<file path="config.mk">
export PLATFORM = sky130hd
export DESIGN_NAME = ttu_top
export DESIGN_NICKNAME = d
export VERILOG_FILES = /design/src/rtl/ttu_pkg.sv /design/src/rtl/ttu_prescaler.sv /design/src/rtl/ttu_channel.sv /design/src/rtl/ttu_decode.sv /design/src/rtl/ttu_top.sv
export SDC_FILE = /design/constraint.sdc
export NUM_CORES = 1
export LEC_CHECK = 0
export ABC_AREA = 1
export BUFFER_PORTS_ARGS = -buffer_cell sky130_fd_sc_hd__clkbuf_2
export CAP_MARGIN = 20
export CORE_MARGIN = 5
export CORE_UTILIZATION = 30
export DETAILED_ROUTE_END_ITERATION = 8
export GPL_ROUTABILITY_DRIVEN = 0
export SYNTH_ARGS = -nofsm -noshare
export SYNTH_HDL_FRONTEND = slang
export SYNTH_HIERARCHICAL = 1
export SYNTH_SLANG_ARGS = --single-unit
export TNS_END_PERCENT = 5
</file>
<file path="constraint.sdc">
create_clock -name clk -period 6.5 [get_ports clk]
set_input_delay 0.65 -clock clk [delete_from_list [all_inputs] [get_ports clk]]
set_output_delay 0.65 -clock clk [all_outputs]
set_load 0.02 [all_outputs]
</file>
<file path="src/rtl/ttu_pkg.sv">
package ttu_pkg;

  localparam int unsigned PRE_W   = 16;
  localparam int unsigned BUS_W   = 32;

  // word index inside a 16-byte window
  localparam logic [1:0] W_COUNT  = 2'd0;
  localparam logic [1:0] W_RELOAD = 2'd1;
  localparam logic [1:0] W_CTRL   = 2'd2;

  // channel control bit positions
  localparam int unsigned CB_EN = 0;
  localparam int unsigned CB_RS = 1;
  localparam int unsigned CB_LD = 2;
  localparam int unsigned CB_IE = 3;
  localparam int unsigned CB_IP = 4;

  typedef struct packed {
    logic       hit;
    logic       unit;
    logic [2:0] chan;
    logic [1:0] word;
  } dec_t;

  // capability word: timers-1, base irq line, per-timer irq, freeze off
  function automatic logic [BUS_W-1:0] cap_word(int unsigned ntim, int unsigned irqb);
    logic [BUS_W-1:0] w;
    w       = '0;
    w[2:0]  = 3'(ntim - 1);
    w[7:3]  = 5'(irqb);
    w[8]    = 1'b1;
    w[9]    = 1'b1;
    return w;
  endfunction

  // next value of the prescaler count when no write is present
  function automatic logic [PRE_W-1:0] pre_next(logic [PRE_W-1:0] cur, logic [PRE_W-1:0] rld);
    return (cur == '0) ? rld : cur - 1'b1;
  endfunction

  // low-byte address decode
  function automatic dec_t decode_addr(logic [7:0] a, int unsigned ntim);
    dec_t       d;
    logic [3:0] win;
    d      = '0;
    win    = a[7:4];
    d.word = a[3:2];
    if (a[1:0] == 2'b00 && a[3:2] != 2'b11) begin
      if (win == 4'd0) begin
        d.hit  = 1'b1;
        d.unit = 1'b1;
      end else if (32'(win) <= ntim) begin
        d.hit  = 1'b1;
        d.chan = 3'(win - 4'd1);
      end
    end
    return d;
  endfunction

endpackage

</file>
<file path="src/rtl/ttu_prescaler.sv">
module ttu_prescaler
  import ttu_pkg::*;
(
  input  logic             clk,
  input  logic             rst_n,
  input  logic             wr_count,
  input  logic             wr_reload,
  input  logic [PRE_W-1:0] wdata,
  output logic [PRE_W-1:0] count,
  output logic [PRE_W-1:0] reload,
  output logic             tick
);

  assign tick = (count == '0);

  always_ff @(posedge clk) begin
    if (!rst_n) begin
      count  <= '0;
      reload <= '0;
    end else begin
      if (wr_reload) reload <= wdata;
      if (wr_count)  count  <= wdata;
      else           count  <= pre_next(count, reload);
    end
  end

  a_r2_reload_on_tick: assert property (@(posedge clk) disable iff (!rst_n)
    (tick && !wr_count) |=> (count == $past(reload)));

  a_r2_decrement: assert property (@(posedge clk) disable iff (!rst_n)
    (!tick && !wr_count) |=> (count == $past(count) - 1'b1));

  a_r3_reload_no_truncate: assert property (@(posedge clk) disable iff (!rst_n)
    (wr_reload && !tick && !wr_count) |=> (count == $past(count) - 1'b1));

endmodule

</file>
<file path="src/rtl/ttu_channel.sv">
module ttu_channel
  import ttu_pkg::*;
#(
  parameter int unsigned CNT_W = 32
) (
  input  logic             clk,
  input  logic             rst_n,
  input  logic             tick,
  input  logic             wr_count,
  input  logic             wr_reload,
  input  logic             wr_ctrl,
  input  logic [CNT_W-1:0] wdata,
  output logic [CNT_W-1:0] count,
  output logic [CNT_W-1:0] reload,
  output logic [4:0]       ctrl,
  output logic             irq
);

  logic en, rs, ie, pend;
  logic uflow;

  assign uflow = tick && en && (count == '0);
  assign ctrl  = {pend, ie, 1'b0, rs, en};

  always_ff @(posedge clk) begin
    if (!rst_n) begin
      count  <= '0;
      reload <= '0;
      en     <= 1'b0;
      rs     <= 1'b0;
      ie     <= 1'b0;
      pend   <= 1'b0;
      irq    <= 1'b0;
    end else begin
      irq <= uflow && ie;

      if (wr_reload) reload <= wdata;

      if (wr_count)                    count <= wdata;
      else if (wr_ctrl && wdata[CB_LD]) count <= reload;
      else if (tick && en) begin
        if (count == '0) begin
          if (rs) count <= reload;
        end else begin
          count <= count - 1'b1;
        end
      end

      if (wr_ctrl) begin
        en <= wdata[CB_EN];
        rs <= wdata[CB_RS];
        ie <= wdata[CB_IE];
      end else if (uflow && !rs) begin
        en <= 1'b0;
      end

      if (uflow && ie)                       pend <= 1'b1;
      else if (wr_ctrl && wdata[CB_IP])      pend <= 1'b0;
    end
  end

  a_r7_irq_sets_pending: assert property (@(posedge clk) disable iff (!rst_n)
    irq |-> pend);

  a_r7_irq_from_tick: assert property (@(posedge clk) disable iff (!rst_n)
    (uflow && ie) |=> irq);

  a_r6_hold_between_ticks: assert property (@(posedge clk) disable iff (!rst_n)
    (!tick && !wr_count && !wr_ctrl) |=> $stable(count));

  a_r8_stop_without_restart: assert property (@(posedge clk) disable iff (!rst_n)
    (uflow && !rs && !wr_ctrl) |=> (!en && count == '0));

  a_r9_load_copies: assert property (@(posedge clk) disable iff (!rst_n)
    (wr_ctrl && wdata[CB_LD] && !wr_count) |=> (count == $past(reload)));

endmodule

</file>
<file path="src/rtl/ttu_decode.sv">
module ttu_decode
  import ttu_pkg::*;
#(
  parameter int unsigned NUM_TIMERS = 2
) (
  input  logic [7:0]            addr,
  output dec_t                  dec,
  output logic [NUM_TIMERS-1:0] ch_sel
);

  assign dec = decode_addr(addr, NUM_TIMERS);

  for (genvar i = 0; i < NUM_TIMERS; i++) begin : g_sel
    assign ch_sel[i] = dec.hit && !dec.unit && (dec.chan == 3'(i));
  end

endmodule

</file>
<file path="src/rtl/ttu_top.sv">
module ttu_top
  import ttu_pkg::*;
#(
  parameter int unsigned NUM_TIMERS = 2,
  parameter int unsigned IRQ_BASE   = 8,
  parameter int unsigned ADDR_W     = 12
) (
  input  logic                  clk,
  input  logic                  rst_n,
  input  logic                  bus_valid,
  input  logic                  bus_write,
  input  logic [ADDR_W-1:0]     bus_addr,
  input  logic [BUS_W-1:0]      bus_wdata,
  output logic [BUS_W-1:0]      bus_rdata,
  output logic                  presc_tick,
  output logic [NUM_TIMERS-1:0] irq
);

  localparam logic [BUS_W-1:0] CAP = cap_word(NUM_TIMERS, IRQ_BASE);

  dec_t                  dec;
  logic [NUM_TIMERS-1:0] ch_sel;
  logic                  wr_acc, rd_acc;
  logic [PRE_W-1:0]      pre_count, pre_reload;
  logic [BUS_W-1:0]      ch_count  [NUM_TIMERS];
  logic [BUS_W-1:0]      ch_reload [NUM_TIMERS];
  logic [4:0]            ch_ctrl   [NUM_TIMERS];
  logic [BUS_W-1:0]      rd_mux;

  if (ADDR_W > 8) begin : g_hi
    logic addr_hi_unused;
    assign addr_hi_unused = ^bus_addr[ADDR_W-1:8];
  end

  assign wr_acc = bus_valid &&  bus_write;
  assign rd_acc = bus_valid && !bus_write;

  ttu_decode #(.NUM_TIMERS(NUM_TIMERS)) u_dec (
    .addr   (bus_addr[7:0]),
    .dec    (dec),
    .ch_sel (ch_sel)
  );

  ttu_prescaler u_pre (
    .clk       (clk),
    .rst_n     (rst_n),
    .wr_count  (wr_acc && dec.hit && dec.unit && dec.word == W_COUNT),
    .wr_reload (wr_acc && dec.hit && dec.unit && dec.word == W_RELOAD),
    .wdata     (bus_wdata[PRE_W-1:0]),
    .count     (pre_count),
    .reload    (pre_reload),
    .tick      (presc_tick)
  );

  for (genvar i = 0; i < NUM_TIMERS; i++) begin : g_ch
    ttu_channel #(.CNT_W(BUS_W)) u_ch (
      .clk       (clk),
      .rst_n     (rst_n),
      .tick      (presc_tick),
      .wr_count  (wr_acc && ch_sel[i] && dec.word == W_COUNT),
      .wr_reload (wr_acc && ch_sel[i] && dec.word == W_RELOAD),
      .wr_ctrl   (wr_acc && ch_sel[i] && dec.word == W_CTRL),
      .wdata     (bus_wdata),
      .count     (ch_count[i]),
      .reload    (ch_reload[i]),
      .ctrl      (ch_ctrl[i]),
      .irq       (irq[i])
    );
  end

  always_comb begin
    rd_mux = '0;
    if (dec.hit && dec.unit) begin
      case (dec.word)
        W_COUNT:  rd_mux = BUS_W'(pre_count);
        W_RELOAD: rd_mux = BUS_W'(pre_reload);
        W_CTRL:   rd_mux = CAP;
        default:  rd_mux = '0;
      endcase
    end else begin
      for (int i = 0; i < NUM_TIMERS; i++) begin
        if (ch_sel[i]) begin
          case (dec.word)
            W_COUNT:  rd_mux = ch_count[i];
            W_RELOAD: rd_mux = ch_reload[i];
            W_CTRL:   rd_mux = BUS_W'(ch_ctrl[i]);
            default:  rd_mux = '0;
          endcase
        end
      end
    end
  end

  always_ff @(posedge clk) begin
    if (!rst_n)      bus_rdata <= '0;
    else if (rd_acc) bus_rdata <= rd_mux;
  end

  a_r10_single_channel: assert property (@(posedge clk) disable iff (!rst_n)
    $onehot0(ch_sel));

  a_r10_unmapped_reads_zero: assert property (@(posedge clk) disable iff (!rst_n)
    (rd_acc && !dec.hit) |=> (bus_rdata == '0));

  a_r4_cap_readonly: assert property (@(posedge clk) disable iff (!rst_n)
    (rd_acc && dec.hit && dec.unit && dec.word == W_CTRL) |=> (bus_rdata == CAP));

  a_r11_rdata_holds: assert property (@(posedge clk) disable iff (!rst_n)
    !rd_acc |=> $stable(bus_rdata));

endmodule

</file>
==> Flow_metrics.wiki <==
{| class="wikitable"
! Metric !! Value
|-
| Result of the run || complete, no violations
|-
| I/O pin count || 83
|-
| CTS Root Cell || clkbuf_16
|-
| Power density normalized to cell area || roughly 230 nW/um^2
|-
| Capture point of the worst path || g_ch[0].u_ch/count[3]
|-
| Worst Path Buf+Inv || 3
|-
| Worst-skew pair later-pin latency || roughly 0.54 ns
|-
| GRT Resource Usage Total || approximately a fifth
|-
| Final sum of negative setup slack || 0 ns
|-
| Setup skew after layout || 0.00863 ns
|-
| Net switching share of the total power || about 32%
|-
| Gate family responsible for the most delay along the worst path || simple AND/OR/NAND/NOR gates
|-
| Pins over their slew limit || 0
|-
| Die boundary height || 223 microns
|-
| Crit Path Category || primary input to flop
|-
| Global-route wire length before repair || between 70000 and 80000 microns
|-
| Crit path max-delay cell type || nor2_1
|-
| Highest fanout seen on the critical path || 22
|-
| Maximum clock frequency || 253 MHz
|-
| Die width || about 220 microns
|-
| Max-cap check violation count || 0
|-
| Resized Gates After CTS || 0
|-
| Signed area change from the synthesized netlist to the final layout || 10.2%
|-
| Number of buffers inserted by post-CTS setup repair || 0
|-
| Number of global-route vias before repair || 13532
|-
| Filler cell count in the final layout || a little under 5000
|-
| Total congestion overflow after global routing || 0
|-
| Setup repair after global routing missed its margin || false
|-
| Number of hold buffers added after CTS || 0
|-
| Register clock-pin slew on the reported worst setup and hold paths || about 0.060 ns
|-
| Crit path capture type || flop
|-
| # port buffers || between 70 and 80
|-
| Yosys synthesis warning count || 6
|-
| Number of buffers on the longest clock path || 3
|-
| Critical Path Source Type || primary input
|-
| Number of sinks handled by clock tree synthesis || around 200
|-
| Maximum number of pins on one net before global-route repair || 94
|-
| Critical R2R Capture || g_ch[1].u_ch/count[23]
|-
| Peak supply drop || 0.161 mV
|-
| Floorplan die area || about 50000 sq um
|-
| Via count || about 14000
|-
| Slew HR || 32.5%
|-
| Library cell appearing most often on the critical path || nand2_1
|-
| Final setup fails || 0
|-
| Count of routing violations after the opening detailed-route iteration || between 1000 and 1500
|-
| Sequential Power Share || between 30% and 40%
|-
| Part of the cycle the worst path needs || 60.9%
|-
| Number of nets with antenna violations after routing || 0
|-
| Internal power || 2.37 mW
|-
| TritonCTS clock tree || yes
|-
| Detailed Place HPWL || approximately 34000 microns
|-
| First drt pass iteration count || 6
|-
| Combinational fraction of design power || between 20% and 30%
|-
| Total routed wirelength || around 50000 microns
|-
| Reg2reg path depth || 15
|-
| Hold slack final || approximately 0.47 ns
|-
| Longest individual stage delay on the worst path || between 0.6 and 0.7 ns
|-
| DRC violations left || 0
|-
| Clk network pwr share || approximately two fifths
|-
| Final Hold Fails || 0
|-
| WP data arrival || between 4 and 5 ns
|-
| Number of buffers inserted during clock tree synthesis || 24
|-
| Net Sw Power || around 1.1 mW
|-
| Number of nets in the layout || roughly 2300
|-
| Area of the core || between 40000 and 50000 sq um
|-
| Number of instances in the synthesized netlist || between 2000 and 2500
|-
| Post-layout minimum cycle time || 3.96 ns
|-
| Number of nets produced by synthesis || 2313
|-
| Number of gates on the worst path with buffers counted || 16
|-
| First element of the critical path || bus_addr[3]
|-
| Measured slew at the worst slew-check pin || 1.01 ns
|-
| Final routed wire length divided by cell count || around 17 microns
|-
| Area of the mapped netlist || 13700 sq um
|-
| Average size of a mapped cell || 6.06 sq um
|-
| Class of the tightest hold or removal check || flop to flop
|-
| Effective utilization at floorplan || ~30%
|-
| Count of standard-cell rows || around 80
|-
| Beginning of the worst register-to-register path || u_pre/count[0]
|-
| Cell chain of the critical path || clkbuf_2, nand2_1, nand2_1, nor2_4, nand2_1, nand2_1, nor2_1, nand2_1, nor2_4, nor2_1, nand3_1, nand2_2, inv_2, nand3_1, nand2_1, inv_1
|-
| Worst path required time || 6.93 ns
|-
| H-tree depth || 1
|-
| Setup slack of the worst register-to-register path || 3.42 ns
|-
| Layout cell share with drive strength beyond 1 || between 10% and 20%
|-
| Initial antenna violation count || 0
|-
| P_leak || around 7.4 nW
|-
| Vias per cell || 5.03
|}
## state kept, by name, indices dropped and copies added (netlist names)
register and count:
u_pre/reload 16, u_pre/count 16, g_ch.u_ch/rs 2, g_ch.u_ch/count 64, g_ch.u_ch/ie 2, g_ch.u_ch/en 2, bus_rdata 32, g_ch.u_ch/reload 64
g_ch.u_ch/irq 2, g_ch.u_ch/pend 2
## through the flow
| step | util [%] | power [mW] | cells | instance area (sq um) | setup slack [ns] |
|---|---|---|---|---|---|
| 2_1_floorplan | - | 1.92 | 2256 | 13700 | 3.51 |
| 3_3_place_gp | 31.5 | 2.10 | 2829 | 14300 | 2.06 |
| 3_5_place_dp | 31.5 | 2.11 | 2829 | 14300 | 2.06 |
| 4_1_cts | 33.4 | 3.51 | 2872 | 15100 | 2.63 |
| 5_1_grt | 33.4 | 3.67 | 2872 | 15100 | 2.24 |
| 6_report | 33.4 | 3.50 | 2873 | 15100 | 2.54 |
## worst register-to-register path, delay by kind of cell, from the launching register on
| family | cells | cell delay, ns |
|---|---|---|
| adder cells (fa/ha/maj) | 1 | 0.24 |
| buffers and inverters | 4 | 0.95 |
| flip-flops | 1 | 0.36 |
| AND/OR/NAND/NOR | 10 | 1.43 |
## how the worst min path moves through the flow
stage | startpoint | endpoint | slack [ns] | cells after the start
final | bus_rdata[27] | bus_rdata[27] | 0.47 | 2
after global routing | bus_wdata[23] | g_ch[0].u_ch/reload[23] | 0.46 | 3
after CTS | bus_wdata[18] | g_ch[0].u_ch/reload[18] | 0.46 | 3
after detailed placement | bus_rdata[28] | bus_rdata[28] | 0.46 | 2
after global placement | bus_rdata[27] | bus_rdata[27] | 0.46 | 2
after floorplan | g_ch[0].u_ch/ie | g_ch[0].u_ch/irq | 0.44 | 2
## routing by layer
metal,wire [microns],GRT usage [%],up-vias
li1,-,-,7101
met1,20800,24.2,6783
met2,23400,32.2,480
met3,3040,2.28,93
met4,1490,6.19,0
met5,0,0,-
## layout make-up
| cell class | instances | area (sq um) | share of cell area, % |
|---|---|---|---|
| Multi-Input combinational cell | 1698 | 8050 | 53.4 |
| Sequential cell | 202 | 4040 | 26.8 |
| Inverter | 234 | 878 | 5.83 |
| Clock buffer | 40 | 772 | 5.12 |
| Tap cell | 600 | 751 | 4.98 |
| Timing Repair Buffer | 95 | 533 | 3.54 |
| Clock inverter | 3 | 46.3 | 0.307 |
| Antenna cell | 1 | 2.50 | 0.0166 |
## power by group through the flow
| stage | Combinational, mW | Sequential (mW) | Clock, mW |
|---|---|---|---|
| 5_1_grt | 0.843 | 1.35 | 1.48 |
| 4_1_cts | 0.749 | 1.34 | 1.42 |
| 2_1_floorplan | 0.572 | 1.35 | 0 |
| 3_3_place_gp | 0.728 | 1.37 | 0 |
| 6_report | 0.759 | 1.34 | 1.40 |
| 3_5_place_dp | 0.744 | 1.37 | 0 |
## placed cells by master, fill, tap and decap left out, types with 25 or more instances in the layout
master,count
clkbuf_2,77
nor2_1,262
a21oi_2,61
nor2_2,31
inv_1,218
nand3_1,218
a21oi_1,141
nand2_1,724
dfxtp_1,202
o21ai_0,122
xor2_1,25
clkbuf_16,25
No activity file was read; power rests on OpenSTA's default activity.
